**src/rtl/grab_seq.sv**
```systemverilog
module grab_seq #(
  parameter int CNT_W = 8
) (
  input  logic             clk,
  input  logic             rst_n,
  input  logic             run,
  input  logic             single_mode,
  input  logic             field_mode,
  input  logic             field_sel,
  input  logic             skip_en,
  input  logic [CNT_W-1:0] skip_n,
  input  logic             dbuf_en,
  input  logic             sof,
  input  logic             eof,
  input  logic             field_id,
  output logic             cap_active,
  output logic             buf_sel,
  output logic             busy,
  output logic             done
);
  logic             cap_q, buf_q, done_q, sdone_q;
  logic [CNT_W-1:0] cnt_q;

  wire ending    = cap_q & eof;
  wire free      = ~cap_q | eof;
  wire eligible  = ~field_mode | (field_id == field_sel);
  wire allow     = run & ~sdone_q & ~(ending & single_mode);
  wire open_unit = sof & free & allow & eligible;
  wire take      = open_unit & (~skip_en | (cnt_q == '0));
  wire skip      = open_unit & ~take;
  wire [CNT_W-1:0] reload = (skip_n > CNT_W'(1)) ? skip_n - CNT_W'(1) : '0;

  always_ff @(posedge clk) begin
    if (!rst_n) begin
      cap_q   <= 1'b0;
      buf_q   <= 1'b0;
      done_q  <= 1'b0;
      sdone_q <= 1'b0;
      cnt_q   <= '0;
    end else begin
      if (take)        cap_q <= 1'b1;
      else if (ending) cap_q <= 1'b0;
      done_q <= ending;
      buf_q  <= buf_q ^ (ending & dbuf_en);
      if (!run)                      sdone_q <= 1'b0;
      else if (ending & single_mode) sdone_q <= 1'b1;
      if (!skip_en)   cnt_q <= '0;
      else if (take)  cnt_q <= reload;
      else if (skip)  cnt_q <= cnt_q - CNT_W'(1);
      else if (!run)  cnt_q <= '0;
    end
  end

  assign cap_active = cap_q;
  assign buf_sel    = buf_q;
  assign done       = done_q;
  assign busy       = cap_q | (run & ~sdone_q);
endmodule


```
**config.mk**
```make
export PLATFORM = sky130hd
export DESIGN_NAME = grab_seq
export DESIGN_NICKNAME = d
export VERILOG_FILES = /design/src/rtl/grab_seq.sv
export SDC_FILE = /design/constraint.sdc
export NUM_CORES = 1
export LEC_CHECK = 0
export ABC_AREA = 1
export BUFFER_PORTS_ARGS = -buffer_cell sky130_fd_sc_hd__buf_4
export CAP_MARGIN = 10
export CELL_PAD_IN_SITES_DETAIL_PLACEMENT = 1
export CELL_PAD_IN_SITES_GLOBAL_PLACEMENT = 1
export CORE_UTILIZATION = 39
export DETAILED_ROUTE_END_ITERATION = 10
export GPL_ROUTABILITY_DRIVEN = 0
export GPL_TIMING_DRIVEN = 0
export HOLD_SLACK_MARGIN = 0.08
export PLACE_DENSITY_LB_ADDON = 0.1
export SYNTH_ARGS = -nofsm -noshare
export SYNTH_HDL_FRONTEND = slang
export SYNTH_SLANG_ARGS = --single-unit
export TNS_END_PERCENT = 1
```
**constraint.sdc**
```tcl
create_clock -name clk -period 3.74 [get_ports clk]
set_clock_uncertainty 0.1 [all_clocks]
set_input_delay 0.748 -clock clk [delete_from_list [all_inputs] [get_ports clk]]
set_output_delay 0.748 -clock clk [all_outputs]
set_load 0.05 [all_outputs]
```
Yosys cells after proc, flatten, opt, wreduce, memory -nomap -nowiden
Cells that the tools add are included.

word-level totals
  input port bits = 19
  output and inout port bits = 4
  word-level logic and storage cells = 41
  register bits after elaboration = 12

cells by class
  order comparisons = 1
  eq/ne operators = 2
  reduce and logical (&&, ||, !) cells = 4
  add/sub/neg operators = 2
  mux-type cells = 6
  bitwise gates (word level) = 21

operator list
  kind                   number
  $mux W8                4
  $sub A8 B1 Y8 const B  2
  $and A1 B1 Y1          10
  $gt A8 B1 Y1 const B   1
  $logic_not A8 Y1       1
  $not A1 Y1             6
  $or A1 B1 Y1           4
  $reduce_and A2 Y1      2
  $ne A3 B1 Y1 const B   1
  $mux W1                2
  $reduce_bool A2 Y1     1
  $eq A1 B1 Y1           1
  $xor A1 B1 Y1          1

Depth between registers and ports, before layout
Gate-level depths: netlist (run 1).

  word-level depth = 11
  mapped depth = 11
  depth with buffers taken out = 10

Worst setup path after synthesis (run 1)
Ideal clock, no wire load.

  kind = input port to output port
  from = input port run
  to = output port busy
  stages on the path = 4
  path slack = 1,554 ps
  data required time = 2,892 ps
  arrival time = 1,338 ps
  cells stage by stage = buf_6 -> inv_4 -> nor2_4 -> or2_2

on the way
  cells in the longest elaborated chain, start to end = 2

ends and longest elaborated chain
  what                RTL line  RTL
  start: declaration  6         input logic run,
  $and A1 B1 Y1       57        assign busy = cap_q | (run & ~sdone_q);
  $or A1 B1 Y1        57
  end: declaration    18        output logic busy,

No other way between the ends.

Worst setup path after layout (run 1)
Ends and elaborated chain as after synthesis.

==> summary.txt, run 1 <==
Yosys
  – Biggest area consumer among synthesized cells: dfxtp_1
  – Synth Area in XOR/XNOR: 0.06049
  – Post-Syn Area: 1013 µm²
  – Synth cell types: 25
  – Ranking of synthesized cells by area: dfxtp_1, nand2_1, nor2_1
  – Avg Inst Size Synth: between 6 and 7 µm²
  – Synth Area in Simple Gates: 0.4617
  – Syn nets: ~190
  – Register area share after synthesis: 0.2370
  – Synth top area share: 0.2370
  – Mux share of post-synthesis cell area: 0
  – Synth Instances: 165
  – Compound-Gate Fraction of Synth Area: 0.08025
  – Largest family of logic cells by synthesized area: simple AND/OR/NAND/NOR gates
  – Seq cells post-synth: 12
  – Post-Synth Adder-Cell Area: 0.04938
  – Synth warnings: 0

Route
  – Post-route ant nets: 0
  – Initial DRC Count: 9
  – Drt drc: 0
  – Drt total wl: around 2600 µm
  – Avg WL per Cell: about 12 µm
  – Drt first pass iters: 4
  – Vias per cell: between 4 and 5
  – Routed vias: approximately 1100

STA
  – Final hold vios: 0
  – Max Clk Rate: 0.4430 GHz
  – TNS Setup: 0 ps
  – Fin. max-slew vios: 0
  – Worst-margin pin slew: between 300 and 400 ps
  – Rel. slew slack: 0.7982
  – Final setup viols: 0
  – Fin crit share: 0.6035
  – Tmin final: around 2300 ps
  – RSZ-0062 raised after global routing: false

Clock tree
  – CTS Buf Count: 3
  – CTS resizes: 0
  – H-tree Lvls: 1
  – Hold buffers post-CTS: 0
  – Sink Count: 12
  – CTS tree: yes
  – Clock transition at path regs: 80 ps
  – Worst-case clock buffer depth: 2
  – CTS Root Cell: clkbuf_4
  – Clock Latency Late Sink: slightly below 300 ps
  – # Post-CTS Setup Buffers: 0

Flow run
  – Max_cap viols: 0

Power and ir drop
  – Sw frac: 0.3210
  – Clock share of power: 0.313
  – Combinational share of power: 0.288
  – NetSw: around 110 µW
  – Sequential share of power: 0.399
  – Power Density: between 200 and 300 nW/µm²
  – Int Pwr: roughly 230 µW
  – Worst vdd ir: between 150 and 200 µV
  – Pleak: approximately 0.00066 µW

Min path
  – Worst hold path depth: 2
  – Hold WC Path Type: flip-flop to flip-flop
  – Min-delay src: buf_sel
  – Hold Path End: buf_sel

Die
  – Initial Utilization: 0.4128
  – Die area: 2806 µm²
  – Die width: between 50 and 60 µm
  – Core ar.: approximately 2500 µm²
  – Cell Rows: 18
  – IO Pins: 23
  – Die height: 52.98 µm

GRT
  – Largest net degree at the start of global routing: 11
  – GRT Overall Usage: 0.2196
  – Most Used Layer, Global Route: met2
  – GR Util met2: 0.3966
  – M3 GR Usage: 0.06034
  – Vias in the first global route: 1053
  – Met1 usage: 0.2466
  – Grt ovf: 0
  – Initial antenna violation count: 0
  – First-pass GRT wire length: around 4400 µm

Placed design
  – Post-DP HPWL: approximately 2200 µm
  – Dpl cell area: roughly 1200 µm²
  – PortBufs: 21

Critical path
  – Max FO, Critical Path: 8
  – Slowest cell delay on critical path: ~260 ps
  – Required @ worst endpoint: around 2900 ps
  – Slowest cell on the critical path: or2_2
  – CP bufs+invs: 3
  – Startpoint Class: primary input
  – R2R setup slack: roughly 2100 ps
  – Reg2reg end: cnt_q[5]
  – RR Startpoint: cap_active
  – CP arrival: roughly 1400 ps
  – Worst Setup Path Type: primary input to output pin
  – Setup crit end kind: output pin
  – Delay-heaviest family, CP: buffers and inverters
  – CP cell instances: buf_6 > inv_4 > nor2_4 > or2_2 > buf_4
  – Reg2reg path depth: 7

Layout
  – Post-Route Utilization: 0.5071
  – Post-route cell area: roughly 1200 µm²
  – Layout cell share with drive strength beyond 1: 0.1947
  – # nets final: 214
  – Syn-to-layout area delta: 22.84%
  – Fill cells: between 300 and 400
  – Antenna Cells: 0

Outcome
  – Run status: complete, no violations
-- layout by cell type, fill, tap and decap left out, types with 2 or more instances in the layout --
| master | netlist | layout |
|---|---|---|
| clkbuf_4 | 0 | 3 |
| nand3_1 | 19 | 19 |
| nor2_1 | 28 | 28 |
| nand2_1 | 45 | 45 |
| ha_1 | 4 | 4 |
| a21oi_1 | 2 | 2 |
| o21bai_1 | 2 | 2 |
| xnor2_1 | 4 | 4 |
| dfxtp_1 | 12 | 12 |
| o21ai_0 | 5 | 5 |
| inv_1 | 23 | 23 |
| nor2_4 | 3 | 3 |
| nand4_1 | 3 | 3 |
| buf_4 | 0 | 21 |
| xor2_1 | 3 | 3 |
-- worst register-to-register path: stages (launching register included) --
cell	delay [ps]
dfxtp_1	490
nand3_1	160
nand2_1	110
clkinv_2	70
nand3_4	140
nand2_1	150
o21ai_0	210
nor2_1	70
-- cells by family (layout without fill, tap and decap cells) --
family	after synthesis	count (layout)
simple gates	103	103
buf+inv	27	52
compound gates	12	12
flops	12	12
xor+xnor	7	7
fa+ha+maj	4	4
-- stage by stage --
step	total power, µW	hold slack [ps]	setup slack (ps)	std cells
floorplan	202.8	367.4	1554	165
global placement	233.3	351.8	1481	216
detailed placement	237.9	364.3	1484	216
CTS	345.6	380.1	1479	220
global route	362.1	400.4	1444	220
finish	340.6	375.2	1483	220
-- cell type report --
cell class / instances / area (µm²) / area share
Buffer: 1 / 11.26 / 0.009045
Tap cell: 30 / 37.54 / 0.03015
Timing Repair Buffer: 21 / 157.7 / 0.1266
Multi-Input combinational cell: 126 / 660.6 / 0.5307
Clock buffer: 4 / 36.28 / 0.02915
Sequential cell: 12 / 240.2 / 0.1930
Inverter: 26 / 101.3 / 0.08141
-- flip-flops by register name, indices dropped and copies added (netlist names) --
register and cells:
cnt_q 8, sdone_q 1, buf_sel 1, cap_active 1, done 1
-- synthesized netlist by cell type, drive strengths merged --
master  instances
nand2          45
nor2           32
inv            25
nand3          21
dfxtp          12
o21ai           6
ha              4
xnor2           4
nand4           3
xor2            3
a21oi           2
o21bai          2
or2             2
a211oi          1
a21boi          1
buf             1
clkinv          1
-- worst max-delay path by stage --
stage | start | endpoint | slack [ps] | cells after the start
2_1_floorplan | run | busy | 1550 | 4
3_3_place_gp | run | busy | 1480 | 5
3_5_place_dp | run | busy | 1480 | 5
4_1_cts | run | busy | 1480 | 5
5_1_grt | run | busy | 1440 | 5
6_report | run | busy | 1480 | 5
-- layer usage --
layer | up-vias | wire length, µm
met2 | 14 | 1338
met5 | - | 0
met1 | 490 | 1165
met4 | 0 | 36
met3 | 5 | 76
li1 | 563 | -
-- power groups by stage --
stage	Clock [µW]	Combinational [µW]	Sequential (µW)
after floorplan	0	61.2	142
after global placement	0	94.7	139
after detailed placement	0	99.0	139
after CTS	110	99.5	136
after global routing	115	110	137
final	107	98.1	136
Power figures use the tool's default switching activity.
==> run 2, diff against run 1 <==
--- a/config.mk
+++ b/config.mk
@@ -5,12 +5,12 @@
 export SDC_FILE = /design/constraint.sdc
 export NUM_CORES = 1
 export LEC_CHECK = 0
-export ABC_AREA = 1
+export ABC_AREA = 0
 export BUFFER_PORTS_ARGS = -buffer_cell sky130_fd_sc_hd__buf_4
 export CAP_MARGIN = 10
 export CELL_PAD_IN_SITES_DETAIL_PLACEMENT = 1
 export CELL_PAD_IN_SITES_GLOBAL_PLACEMENT = 1
-export CORE_UTILIZATION = 39
+export CORE_UTILIZATION = 37
 export DETAILED_ROUTE_END_ITERATION = 10
 export GPL_ROUTABILITY_DRIVEN = 0
 export GPL_TIMING_DRIVEN = 0
==> constraint.sdc (replaced) <==
create_clock -name clk -period 2.3 [get_ports clk]
set_clock_uncertainty 0.1 [all_clocks]
set_input_delay 0.46 -clock clk [delete_from_list [all_inputs] [get_ports clk]]
set_output_delay 0.46 -clock clk [all_outputs]
set_load 0.05 [all_outputs]
==> run 2 against run 1 <==
Net effect: worst hold slack got worse by 35 ps; wire length fell by 17%; sequential power rose by 64%; synthesized cell count fell by 45%; cell count fell by 35%; register-to-register slack got worse by 1900 ps; critical path depth rose by 1; non-clock buffer count rose by 2; largest cell class unchanged; utilization rose by 1.3 points.
==> summary.txt, run 2 <==
Power and ir drop
  – Sw frac: 0.3130 (-0.008024)
  – Pleak: 0.0004882 µW (-26%)
  – NetSw: 157.1 µW (+44%)
  – Int Pwr: 344.8 µW (+49%)
  – Clock share of power: 0.256 (-0.057)
  – Combinational share of power: 0.300 (+0.012)
  – Worst vdd ir: 281.5 µV (+82%)
  – Power Density: 472.4 nW/µm² (+73%)
  – Sequential share of power: 0.444 (+0.045)

Route
  – Avg WL per Cell: 15.19 µm (+28%)
  – Routed vias: 802 (-25%)
  – Post-route ant nets: 0 (unchanged)
  – Drt first pass iters: 4 (unchanged)
  – Vias per cell: 5.608 (+15%)
  – Initial DRC Count: 13 (+4)
  – Drt drc: 0 (unchanged)
  – Drt total wl: 2172 µm (-17%)

Die
  – Die area: 2464 µm² (-12%)
  – Cell Rows: 16 (-2)
  – Die width: 49.64 µm (-6.3%)
  – Die height: 49.64 µm (-6.3%)
  – Initial Utilization: 0.4112 (-0.001692)
  – Core ar.: 2042 µm² (-17%)
  – IO Pins: 23 (unchanged)

Placed design
  – PortBufs: 22 (+4.8%)
  – Post-DP HPWL: 1696 µm (-23%)
  – Place WS: -232.3 ps (-1716 ps)
  – Dpl cell area: 1039 µm² (-14%)

STA
  – Final WS setup: 175.5 ps (-1307 ps)
  – Rel. slew slack: 0.6544 (-0.1438)
  – Final hold vios: 0 (unchanged)
  – RSZ-0062 raised after global routing: false
  – Fin. max-slew vios: 0 (unchanged)
  – Worst-margin pin slew: 518.4 ps (+217.7 ps)
  – Tmin final: between 2000 and 2500 ps
  – Final setup viols: 0 (unchanged)
  – Max Clk Rate: ~0.47 GHz
  – Fin crit share: 0.9237
  – Final hold slack: 340.4 ps (-34.75 ps)

Critical path
  – Required @ worst endpoint: 2360 ps (-530 ps)
  – Reg2reg path depth: 6 (-1)
  – Reg2reg end: cnt_q[3]
  – Setup crit end kind: flip-flop
  – Worst Setup SP: cnt_q[0]
  – Critical path endpoint: cnt_q[3]
  – Worst Setup Path Type: flip-flop to flip-flop
  – Startpoint Class: flip-flop
  – RR Startpoint: cnt_q[0]
  – R2R setup slack: 180 ps (-1940 ps)
  – Max FO, Critical Path: 9 (+1)
  – CP arrival: 2190 ps (+780 ps)

Layout
  – Most frequent cells in the layout: buf_4, dfxtp_1, xnor2_1
  – Syn-to-layout area delta: 26.53%
  – # nets final: 141 (-34%)
  – Reg with most FFs: cnt_q
  – Antenna Cells: 0 (unchanged)
  – Max reg flops: 8 (unchanged)
  – Commonest non-fill, non-tap cell in the layout: buf_4
  – Layout cell share with drive strength beyond 1: 0.2759 (+0.08113)
  – Post-route cell area: 1062 µm² (-15%)

Yosys
  – Ranking of synthesized cells by area: dfxtp_1, xnor2_1, o211a_1
  – Syn nets: 114 (-39%)
  – Synth top area share: 0.2861 (+0.04910)
  – Post-Syn Area: 839.6 µm² (-17%)
  – Most common cell in the synthesized netlist: dfxtp_1
  – Register area share after synthesis: 0.2861 (+0.04910)
  – Avg Inst Size Synth: 9.226 µm² (+50%)
  – Seq cells post-synth: 12 (unchanged)
  – Synth warnings: 0 (unchanged)
  – Synth Instances: 91 (-45%)
  – Asr flop ratio synth: 0 (unchanged)
  – Biggest area consumer among synthesized cells: dfxtp_1
  – EDFF count, synth: 0 (unchanged)
  – Synth cell types: 35 (+40%)
  – Main synth FF type: dfxtp_1
  – Top cells by instance count after synthesis: dfxtp_1, xnor2_1, inv_1, o211a_1, o221ai_1

Clock tree
  – Clock transition at path regs: 80 ps (about the same)
  – Worst-case clock buffer depth: 2 (unchanged)
  – CTS Root Cell: clkbuf_4
  – Clock Latency Late Sink: 270 ps (-20 ps)
  – Sink Count: 12 (unchanged)
  – CTS tree: yes
  – H-tree Lvls: 1 (unchanged)
  – # Post-CTS Setup Buffers: 0 (unchanged)
  – CTS Buf Count: 3 (unchanged)

GRT
  – Met1 usage: 0.2702 (+0.02359)
  – Most Used Layer, Global Route: met2
  – Largest net degree at the start of global routing: 11 (unchanged)
  – First-pass GRT wire length: 3643 µm (-17%)
  – Grt ovf: 0 (unchanged)
  – Vias in the first global route: 796 (-24%)
  – M3 GR Usage: 0.02778 (-0.03257)
  – Initial antenna violation count: 0 (unchanged)
  – GR Util met2: 0.3086 (-0.08807)
  – GRT Overall Usage: 0.1906 (-0.02897)

Outcome
  – Run status: complete, no violations

Min path
  – Hold WC Path Type: primary input to flip-flop

Flow run
  – Max_cap viols: 0 (unchanged)
==> run 2: worst max-delay path: stages, from the launching register on <==
cell and delay (ps):
dfxtp_1 350, inv_1 100, ha_1 140, or4b_1 490
o211ai_2 400, o21ai_0 160, a32o_1 280
==> run 2: worst min-delay path by stage <==
stage / start / endpoint / slack [ps] / depth (start not counted)
floorplan: sdone_q / sdone_q / 340 / 2
global placement: sdone_q / sdone_q / 350 / 2
detailed placement: sdone_q / sdone_q / 360 / 2
CTS: rst_n / buf_sel / 340 / 2
global route: run / sdone_q / 350 / 3
finish: rst_n / buf_sel / 340 / 2
==> run 2: power by group through the flow <==
stage	Clock (µW)	Sequential, µW	Combinational [µW]
floorplan	0	232	87.4
global placement	0	227	147
detailed placement	0	228	151
CTS	131	223	151
global route	143	224	166
finish	128	223	151
==> run 2: kinds of logic after synthesis <==
kind of cell    after synthesis  synth area share
simple gates                 31            0.2459
compound gates               24            0.2474
buf+inv                       8           0.03576
xor+xnor                     12            0.1252
flops                        12            0.2861
fa+ha+maj                     4           0.05961
==> run 2: final cells by class <==
class	count	area (µm²)
Buffer	2	8.758
Multi-Input combinational cell	71	569.3
Tap cell	27	33.78
Fill cell	249	979.7
Clock buffer	3	22.52
Sequential cell	12	240.2
Inverter	6	22.52
Timing Repair Buffer	22	165.2
==> run 2: per-stage QoR <==
stage          cells  total power (µW)    util  setup TNS (ps)
2_1_floorplan     91             319.5       -               0
5_1_grt          143             532.8  0.5202               0
4_1_cts          143             504.8  0.5196               0
6_report         143             501.9  0.5202               0
3_3_place_gp     140             374.3  0.5086          -743.0
3_5_place_dp     140             378.6  0.5086          -920.6
==> run 2: repair_timing <==
item / CTS / global route
resized for setup: 0 / 2
hold buffers: 0 / 0
setup endpoints to repair: 0 / 4
==> run 2: metal layers <==
metal,routed length (µm),part of all wire,up-vias
li1,-,-,395
met1,1079,0.50,384
met2,999,0.46,21
met3,86,0.040,2
met4,6,0.0028,0
met5,0,0,-
==> run 3, diff against run 2 <==
--- a/config.mk
+++ b/config.mk
@@ -14,8 +14,9 @@
 export DETAILED_ROUTE_END_ITERATION = 10
 export GPL_ROUTABILITY_DRIVEN = 0
 export GPL_TIMING_DRIVEN = 0
-export HOLD_SLACK_MARGIN = 0.08
+export HOLD_SLACK_MARGIN = 0.12
 export PLACE_DENSITY_LB_ADDON = 0.1
+export RECOVER_POWER = 25
 export SYNTH_ARGS = -nofsm -noshare
 export SYNTH_HDL_FRONTEND = slang
 export SYNTH_SLANG_ARGS = --single-unit
==> run 3 against run 2 <==
Net effect: clock power about the same; cell count stayed put; combinational power barely moved; sequential share of layout area is 0.080 points higher; die area stayed put; critical endpoint unchanged.
==> summary.txt, run 3 (synthesis gave the netlist of run 2 again) <==
Outcome
  – Run status: complete, no violations

Route
  – Drt first pass iters: 4 (unchanged)
  – Avg WL per Cell: 15.22 µm (+0.18%)
  – Routed vias: 803 (+0.12%)
  – Drt drc: 0 (unchanged)
  – Vias per cell: 5.615 (+0.12%)
  – Drt total wl: 2176 µm (+0.18%)
  – Initial DRC Count: 13 (unchanged)
  – Post-route ant nets: 0 (unchanged)

GRT
  – GRT Overall Usage: 0.1906 (unchanged)
  – Initial antenna violation count: 0 (unchanged)
  – Grt ovf: 0 (unchanged)
  – Largest net degree at the start of global routing: 11 (unchanged)
  – Vias in the first global route: 796 (unchanged)
  – First-pass GRT wire length: 3643 µm (unchanged)

Power and ir drop
  – Pleak: 0.0004830 µW (-1.1%)
  – Worst vdd ir: 281.8 µV (+0.12%)
  – Power Density: 474.0 nW/µm² (+0.33%)

Die
  – Core ar.: 2042 µm² (unchanged)
  – IO Pins: 23 (unchanged)
  – Die height: 49.64 µm (unchanged)
  – Cell Rows: 16 (unchanged)
  – Die area: 2464 µm² (unchanged)
  – Die width: 49.64 µm (unchanged)
  – Initial Utilization: 0.4112 (unchanged)

Critical path
  – Reg2reg path depth: 6 (unchanged)
  – Startpoint Class: flip-flop
  – Reg2reg end: cnt_q[3]
  – Setup crit end kind: flip-flop
  – CP arrival: 2190 ps (about the same)
  – Worst Setup Path Type: flip-flop to flip-flop
  – Max FO, Critical Path: 9 (unchanged)
  – Slowest cell on the critical path: or4b_1
  – Required @ worst endpoint: 2360 ps (about the same)
  – CP cell instances: inv_1 > ha_1 > or4b_1 > o211ai_2 > o21ai_0 > a32o_1
  – Slowest cell delay on critical path: 490 ps (about the same)
  – Worst Setup SP: cnt_q[0]
  – Critical path depth: 6 (unchanged)
  – CP bufs+invs: 1 (unchanged)
  – RR Startpoint: cnt_q[0]
  – Delay-heaviest family, CP: compound AO/OA/AOI/OAI gates
  – R2R setup slack: 180 ps (about the same)
  – Critical path endpoint: cnt_q[3]

Min path
  – Worst hold path depth: 2 (unchanged)
  – Hold WC Path Type: primary input to flip-flop

Placed design
  – Place WS: -232.3 ps (unchanged)
  – Placed Cells incl. Taps: 140 (unchanged)
  – Post-DP HPWL: 1696 µm (unchanged)
  – PortBufs: 22 (unchanged)

Clock tree
  – Clock transition at path regs: 80 ps (about the same)
  – Sink Count: 12 (unchanged)
  – Hold buffers post-CTS: 0 (unchanged)
  – CTS Root Cell: clkbuf_4
  – CTS tree: yes
  – Worst-case clock buffer depth: 2 (unchanged)
  – Clock Latency Late Sink: 270 ps (about the same)
  – H-tree Lvls: 1 (unchanged)
  – CTS Buf Count: 3 (unchanged)

Layout
  – Layout cell share with drive strength beyond 1: 0.2672 (-0.008621)
  – Antenna Cells: 0 (unchanged)
  – Max reg flops: 8 (unchanged)
  – Final Non-Filler Cells: 143 (unchanged)
  – Most frequent cells in the layout: buf_4, dfxtp_1, xnor2_1
  – Syn-to-layout area delta: 26.08%
  – Commonest non-fill, non-tap cell in the layout: buf_4
  – Fill cells: 249 (unchanged)
  – Post-Route Utilization: 0.5184 (-0.001839)
  – Reg with most FFs: cnt_q
  – # nets final: 141 (unchanged)

STA
  – Worst-margin pin slew: 600.6 ps (+82.21 ps)
  – TNS Setup: 0 ps (unchanged)
  – Max Clk Rate: 0.4708 GHz (about the same)
  – Fin crit share: 0.9235 (about the same)
  – Final WS setup: 175.8 ps (+0.3680 ps)
  – Rel. slew slack: 0.6013 (-0.05309)
  – Final setup viols: 0 (unchanged)
  – Fin. max-slew vios: 0 (unchanged)
  – Final hold vios: 0 (unchanged)
  – RSZ-0062 raised after global routing: false
  – Tmin final: 2124 ps (-0.3680 ps)
  – Final hold slack: 345.1 ps (+4.664 ps)

Flow run
  – Max_cap viols: 0 (unchanged)
## run 3: cell count changes in the layout (fill, tap and decap cells not counted)
| cell | before | now |
|---|---|---|
| and2_0 | 0 | 1 |
| and2_1 | 3 | 2 |
| buf_4 | 22 | 21 |
| clkbuf_1 | 0 | 1 |
## run 3: final cells by class
cell class	instances	area, µm²	share of cell area
clock buffers	3	22.52	0.02128
inverters	6	22.52	0.02128
plain buffers	2	8.758	0.008274
flip-flops and latches	12	240.2	0.2269
repair buffers	22	161.4	0.1525
multi-input cells	71	569.3	0.5378
well taps	27	33.78	0.03191
## run 3: how the worst min path moves through the flow
stage,from,to,slack (ps)
3_5_place_dp,sdone_q,sdone_q,360
3_3_place_gp,sdone_q,sdone_q,350
4_1_cts,rst_n,buf_sel,340
2_1_floorplan,sdone_q,sdone_q,340
6_report,rst_n,buf_sel,350
5_1_grt,run,sdone_q,350
## run 3: repair_timing
| action | in CTS | in global routing |
|---|---|---|
| resized for setup | 0 | 2 |
| endpoints found under the setup margin | 0 | 4 |
| buffers inserted | 0 | 0 |
## run 3: stage by stage
stage | area, µm² | total power [µW]
detailed placement | 1039 | 378.6
finish | 1059 | 501.7
CTS | 1061 | 504.8
floorplan | 839.6 | 319.5
global placement | 1039 | 374.3
global route | 1059 | 532.5
## run 3: layer usage
| layer | vias to the layer above | track usage | share of wire |
|---|---|---|---|
| met2 | 21 | 0.3086 | 0.46 |
| li1 | 395 | - | - |
| met4 | 0 | 0.02857 | 0.0028 |
| met5 | - | 0 | 0 |
| met1 | 385 | 0.2702 | 0.50 |
| met3 | 2 | 0.02778 | 0.040 |
## run 3: power by group
group	internal (µW)	switching, µW
clock network	60.4	68.1
registers	215	8.03
logic	69.2	81.2
